`config.mk`:
```
export PLATFORM = sky130hd
export DESIGN_NAME = wdog_escalator
export DESIGN_NICKNAME = d
export VERILOG_FILES = /design/src/rtl/wdx_pkg.sv /design/src/rtl/wdx_tap_edge.sv /design/src/rtl/wdx_kind_hold.sv /design/src/rtl/wdx_escalate.sv /design/src/rtl/wdog_escalator.sv
export SDC_FILE = /design/constraint.sdc
export NUM_CORES = 1
export LEC_CHECK = 0
export BUFFER_PORTS_ARGS = -buffer_cell sky130_fd_sc_hd__buf_2
export CORE_MARGIN = 4
export CORE_UTILIZATION = 19
export CTS_BUF_LIST = sky130_fd_sc_hd__clkbuf_16
export DETAILED_ROUTE_END_ITERATION = 16
export PLACE_DENSITY = 0.77
export SETUP_SLACK_MARGIN = 0.5
export SLEW_MARGIN = 30
export SYNTH_ARGS = -nofsm -noshare
export SYNTH_HDL_FRONTEND = slang
export SYNTH_SLANG_ARGS = --single-unit
```
`constraint.sdc`:
```
create_clock -name clk -period 1.5 [get_ports clk]
set_input_delay 0.3 -clock clk [delete_from_list [all_inputs] [get_ports clk]]
set_output_delay 0.3 -clock clk [all_outputs]
set_load 0.05 [all_outputs]
```
`src/rtl/wdx_pkg.sv`:
```
package wdx_pkg;

    typedef enum logic [1:0] {
        RK_NONE = 2'b00,
        RK_CORE = 2'b01,
        RK_CHIP = 2'b10,
        RK_SYS  = 2'b11
    } rst_kind_e;

    typedef struct packed {
        logic esc;
        logic pend;
    } wd_stat_t;

    localparam int NUM_TAPS = 4;

    function automatic int tap_pos(input int lo, input int step, input int k);
        return lo + step * k;
    endfunction

endpackage

```
`src/rtl/wdx_tap_edge.sv`:
```
module wdx_tap_edge #(
    parameter int TB_W     = 64,
    parameter int TAP_LO   = 8,
    parameter int TAP_STEP = 4
) (
    input  logic            clk,
    input  logic            rst,
    input  logic [TB_W-1:0] tbase,
    input  logic [1:0]      sel,
    output logic            expire
);
    import wdx_pkg::*;

    logic [NUM_TAPS-1:0] taps;
    logic                tap_now;
    logic                tap_q;

    for (genvar k = 0; k < NUM_TAPS; k++) begin : g_tap
        localparam int POS = tap_pos(TAP_LO, TAP_STEP, k);
        assign taps[k] = tbase[POS];
    end

    assign tap_now = taps[sel];

    // Reset to 1 so a tap already high right after reset is not an edge.
    always_ff @(posedge clk) begin
        if (rst) tap_q <= 1'b1;
        else     tap_q <= tap_now;
    end

    assign expire = tap_now & ~tap_q;

endmodule

```
`src/rtl/wdx_kind_hold.sv`:
```
module wdx_kind_hold (
    input  logic                clk,
    input  logic                rst,
    input  logic [1:0]          kind_in,
    input  logic                freeze,
    output wdx_pkg::rst_kind_e  kind_q
);
    import wdx_pkg::*;

    always_ff @(posedge clk) begin
        if (rst)          kind_q <= RK_NONE;
        else if (!freeze) kind_q <= rst_kind_e'(kind_in);
    end

endmodule

```
`src/rtl/wdx_escalate.sv`:
```
module wdx_escalate (
    input  logic                clk,
    input  logic                rst,
    input  logic                expire,
    input  logic                clear,
    input  wdx_pkg::rst_kind_e  kind,
    output wdx_pkg::wd_stat_t   stat,
    output logic                req,
    output logic                fire
);
    import wdx_pkg::*;

    wd_stat_t stat_n;
    logic     req_n;

    assign fire = expire & ~clear & stat.pend & (kind != RK_NONE);

    always_comb begin
        stat_n = stat;
        req_n  = req | fire;
        if (clear) begin
            stat_n = '0;
        end else if (expire) begin
            if (!stat.pend) stat_n.pend = 1'b1;
            else            stat_n.esc  = 1'b1;
        end
    end

    always_ff @(posedge clk) begin
        if (rst) begin
            stat <= '0;
            req  <= 1'b0;
        end else begin
            stat <= stat_n;
            req  <= req_n;
        end
    end

endmodule

```
`src/rtl/wdog_escalator.sv`:
```
module wdog_escalator #(
    parameter int TB_W     = 64,
    parameter int TAP_LO   = 8,
    parameter int TAP_STEP = 4
) (
    input  logic            clk,
    input  logic            rst,
    input  logic [TB_W-1:0] tbase,
    input  logic [1:0]      period_sel,
    input  logic [1:0]      rst_kind,
    input  logic            irq_en,
    input  logic            wd_clear,
    output logic            irq,
    output logic [1:0]      status,
    output logic            rst_req,
    output logic [1:0]      rst_type
);
    import wdx_pkg::*;

    logic      expire;
    logic      fire;
    logic      req_q;
    rst_kind_e kind_q;
    wd_stat_t  stat_q;

    wdx_tap_edge #(
        .TB_W    (TB_W),
        .TAP_LO  (TAP_LO),
        .TAP_STEP(TAP_STEP)
    ) u_tap (
        .clk   (clk),
        .rst   (rst),
        .tbase (tbase),
        .sel   (period_sel),
        .expire(expire)
    );

    wdx_kind_hold u_kind (
        .clk    (clk),
        .rst    (rst),
        .kind_in(rst_kind),
        .freeze (req_q | fire),
        .kind_q (kind_q)
    );

    wdx_escalate u_esc (
        .clk   (clk),
        .rst   (rst),
        .expire(expire),
        .clear (wd_clear),
        .kind  (kind_q),
        .stat  (stat_q),
        .req   (req_q),
        .fire  (fire)
    );

    assign status   = stat_q;
    assign irq      = stat_q.pend & irq_en;
    assign rst_req  = req_q;
    assign rst_type = kind_q;

endmodule

```
# --- Word-level counts from Yosys, hierarchy flattened ---
# Cells that the tools add are included.
# Widths: inputs -> output; s select.
classes:
  n_div: 0
  n_mul: 0
  n_reduce_logical: 3
  bitwise_logic: 8
  muxes: 2
  magnitude_cmp: 1
  n_eq_ne: 0
  add_sub_neg: 0
  shifts: 0
op_table:
  columns: ["operator", "count"]
  rows:
  - ["$and 1x1->1", 5]
  - ["$lt 2x3->1 const B", 1]
  - ["$bmux 1 s2", 1]
  - ["$not 1->1", 2]
  - ["$reduce_and 2->1", 1]
  - ["$reduce_bool 2->1", 1]
  - ["$reduce_or 2->1", 1]
  - ["$mux 1", 1]
  - ["$or 1x1->1", 1]
totals:
  in_bits: 72
  mem_count: 0
  romBits: 0
  latch_bits: 0
  ramBits: 0
  register_bits: 6
  out_inout_bits: 6

# --- Logic depth before layout (Yosys ltp) ---
logic_depth:
  depth_word: 7
  ltp_mapped: 4
  depth_no_buf: 4

# --- Cells and area by module ---
# From an unflattened synthesis, not the netlist that was laid out.
hier_totals:
  cells_unflattened: 24
  hier_area_um2: 249.0
modules_own_cells:
  columns: ["mod", "cells_each", "area_per_inst_um2", "instances", "seq_area_each_um2"]
  rows:
  - ["wdx_escalate", 12, 113.9, 1, 60.1]
  - ["wdx_kind_hold", 6, 67.6, 1, 40.0]
  - ["wdx_tap_edge", 4, 55.1, 1, 20.0]
  - ["wdog_escalator", 2, 12.5, 1, 0.0]

# --- Worst setup path before layout ---
# OpenSTA, ideal clock, no wires.
synth_timing:
  path_kind: "reg2reg"
  startpoint: "register u_esc.stat[0] in the netlist's numbering"
  endpoint: "register u_kind.kind_q[0]"
  setup_slack_ns: -0.196
  t_arrival_ns: 1.579
  path_buffers: 0
  setup_time_ns: 0.117
  path_stages_with_launch: 5
  cell_sequence: "dfxtp_1 -> nor3b_1 -> a22oi_1 -> or3_4 -> a32o_1"
synth_via:
  elab_chain_cells: 3
synth_rtl:
  columns: ["element", "line_no", "text"]
  rows:
  - ["start, declared", "wdx_escalate.sv:7", "output wdx_pkg::wd_stat_t stat,"]
  - ["start signal, assigned", "wdx_escalate.sv:34", "stat <= stat_n;"]
  - ["$and 1x1->1 (2 in a row)", "wdx_escalate.sv:16", "assign fire = expire & ~clear & stat.pend & (kind != RK_NONE);"]
  - ["$or 1x1->1", "wdog_escalator.sv:42", ".freeze (req_q | fire),"]
  - ["end signal, assigned", "wdx_kind_hold.sv:12", "else if (!freeze) kind_q <= rst_kind_e'(kind_in);"]
  - ["end, declared", "wdx_kind_hold.sv:6", "output wdx_pkg::rst_kind_e kind_q"]
# No other way between the ends.
# A chain may end at the register's enable or synchronous reset.

# --- Worst setup path after layout ---
# Same ends and word-level chain as after synthesis.

==> impl_metrics.env <==
export IMPL_async_reset_ff_share_pct=0
export IMPL_wl_per_cell_um=10.64
export IMPL_multiInputGateArea_um2=182.7
export IMPL_cts_tree="yes"
export IMPL_clk_pin_slew_ns=0.04
export IMPL_timing_hold_ws_ns=0.2755
export IMPL_ys_warn_count=0
export IMPL_clockBufferDepth=2
export IMPL_min_period_over_period_pct=89.43
export IMPL_cts_sinks=6
export IMPL_yosys_register_bits=6
export IMPL_p_leak_nw=0.2672
export IMPL_yosysMostFrequentCell="dfxtp_1"
export IMPL_grt_overflow=0
export IMPL_antenna_found_initial=0
export IMPL_synth_edf_count=0
export IMPL_ios=78
export IMPL_area_growth_pct=110.3
export IMPL_final_setup_viol_count=0
export IMPL_root_buffer="clkbuf_16"
export IMPL_drtAntennaViolNets=0
export IMPL_max_slew_margin_rel_pct=82.53
export IMPL_core_area_um2=1350
export IMPL_crit_start="u_esc.stat[0]$_SDFFE_PP0N_"
export IMPL_drv_cap=0
export IMPL_rsz0062_at_grt="true"
export IMPL_skew_ns=0.0007338
export IMPL_layout_drive_gt1_share_pct=70.37
export IMPL_crit_required_ns=1.62
export IMPL_start_kind="register"
export IMPL_synthCells=29
export IMPL_dpl_hpwl_um=554.2
export IMPL_via_count=320
export IMPL_reg2regPathDepth=4
export IMPL_viasPerCell=4.638
export IMPL_io_buffer_count=17
export IMPL_endpoint="u_kind.kind_q[0]$_SDFFE_PP0N_"
export IMPL_drt_pass1_iterations=1
export IMPL_drt_initial_drc_count=0
export IMPL_ys_top_cells_by_area="dfxtp_1 43%, mux2_2 8.0%, a32o_1 7.1%"
export IMPL_power_w=0.0007003
export IMPL_r2r_setup_slack_ns=0.16
export IMPL_critical_path_class="reg2reg"
export IMPL_grt_pass1_vias=327
export IMPL_vdd_drop_max_uv=679.7
export IMPL_syn_nets=101
export IMPL_grtUsageTotal_pct=8.472
export IMPL_netlist_area_leader_share_pct=42.86
export IMPL_end_kind="register"
export IMPL_die_y_um=46.41
export IMPL_grt_pass1_wl_um=1214
export IMPL_synth_avg_cell_area_um2=9.664
export IMPL_fillCellCount=139
export IMPL_yosys_top_cells_count="6 x dfxtp_1, 4 x nor2_1"
export IMPL_h_tree_depth=1
export IMPL_gp_congestion=0.6824
export IMPL_finalHoldViolations=0
export IMPL_path_max_fanout=4
export IMPL_synthFlopType="dfxtp_1"
export IMPL_drc=0
export IMPL_synth_top_cell_by_area="dfxtp_1"
export IMPL_post_place_ws_ns=-0.03823
export IMPL_status="finished clean"
export IMPL_initial_core_util_pct=20.76
export IMPL_hp_class="in2reg"
export IMPL_drt_wl_total_um=734
export IMPL_finalWorstSetupSlack_ns=0.1586
export IMPL_fmax_mhz=745.5
export IMPL_regArea_um2=130.1
export IMPL_period_needed_ns=1.341
export IMPL_worstSkewPairLatency_ns=0.23
export IMPL_worst_slew_pin_slew_ns=0.2621
export IMPL_numCtsBuffers=3
export IMPL_antenna_cells=0
export IMPL_arrival_ns=1.46
export IMPL_die_area_um2=2153
export IMPL_die_x_um=46.41
export IMPL_num_rows=13
export IMPL_ys_seq_area_share_pct=42.86
export IMPL_finalNetCount=127
export IMPL_p_per_area_nw_per_um2=1188
export IMPL_synth_area_um2=280.3
export IMPL_finalMaxSlewViolations=0
export IMPL_holdPathStages=2
export IMPL_r2r_end="u_kind.kind_q[0]$_SDFFE_PP0N_"
export IMPL_grt_max_degree=6
export IMPL_ys_types=17
export IMPL_r2r_start="u_esc.stat[0]$_SDFFE_PP0N_"
## metrics by stage
stage	utilization, %	cells	cell area (µm²)	setup TNS (ns)
final	43.65	69	589.3	0
after global routing	43.65	69	589.3	0
after CTS	42.08	69	568.0	0
after detailed placement	30.49	63	411.6	-0.07496
after global placement	30.49	63	411.6	-0.05771
after floorplan	-	29	292.8	0
## worst min path at each step
stage | start | end | slack [ns]
2_1_floorplan | rst | u_esc.req$_SDFF_PP0_ | 0.37
3_3_place_gp | u_esc.stat[1]$_SDFFE_PP0P_ | u_esc.stat[1]$_SDFFE_PP0P_ | 0.43
3_5_place_dp | u_esc.stat[1]$_SDFFE_PP0P_ | u_esc.stat[1]$_SDFFE_PP0P_ | 0.44
4_1_cts | rst | u_esc.req$_SDFF_PP0_ | 0.27
5_1_grt | rst | u_esc.req$_SDFF_PP0_ | 0.29
6_report | rst | u_esc.req$_SDFF_PP0_ | 0.28
## metal layers
layer  up-vias  wire (µm)  global-route usage [%]
met5         -          0                       0
met2        19        288                   12.09
met3         5         83                   2.344
met4         0         35                   10.23
li1        159          -                       -
met1       137        327                   9.028
## logic make-up (layout without fill, tap and decap cells)
kind of cell           Yosys count  count (layout)  share of synthesized area (%)
muxes                            3               3                          11.61
buffers and inverters            2              27                          2.680
DFF                              6               6                          42.86
and+or+nand+nor                 11              11                          24.11
AOI/OAI and AO/OA                7               7                          18.75
## flip-flops by register name, indices dropped and copies added (netlist names)
signal and count:
u_esc.req 1, u_kind.kind_q 2, u_tap.tap_q 1, u_esc.stat 2
## cells in the final DEF (no fill, tap or decap)
cell       Yosys  routed
buf_2          0      11
buf_8          0       5
dfxtp_2        0       5
nor2_1         4       4
buf_4          0       4
inv_1          2       3
clkbuf_16      0       3
mux2_4         0       2
a32o_1         2       2
and2_4         0       1
nor3b_4        0       1
and3b_1        1       1
a22oi_2        0       1
or3_4          1       1
or2_2          1       1
o22ai_1        1       1
mux2i_1        1       1
nand2b_1       1       1
a21oi_1        2       1
a21oi_2        0       1
nor2b_1        1       1
a221oi_1       1       1
buf_6          0       1
dfxtp_4        0       1
## worst max-delay path: stages (launching register included)
cell and delay [ns]:
dfxtp_4 0.34, nor3b_4 0.17, a22oi_2 0.12, or3_4 0.35, a32o_1 0.25
## layout make-up
class	instances	area share, %
tap	15	3.185
inverter	2	1.274
timing repair buffer	21	29.09
clock inverter	1	0.6369
sequential	6	22.08
multi-input combinational	21	31.00
clock buffer	3	12.74
## report_power, final
group          internal [W]  switching (W)
clock network      0.000346      0.0000974
registers          0.000167     0.00000709
logic             0.0000445      0.0000383
## timing repair
action / CTS / global route
resized for setup: 20 / 7
setup buffers: 2 / 0
hold buffers: 0 / 0
pin swaps: 1 / 0
endpoints found under the setup margin: 11 / 12
No activity file was read; power rests on OpenSTA's default activity.
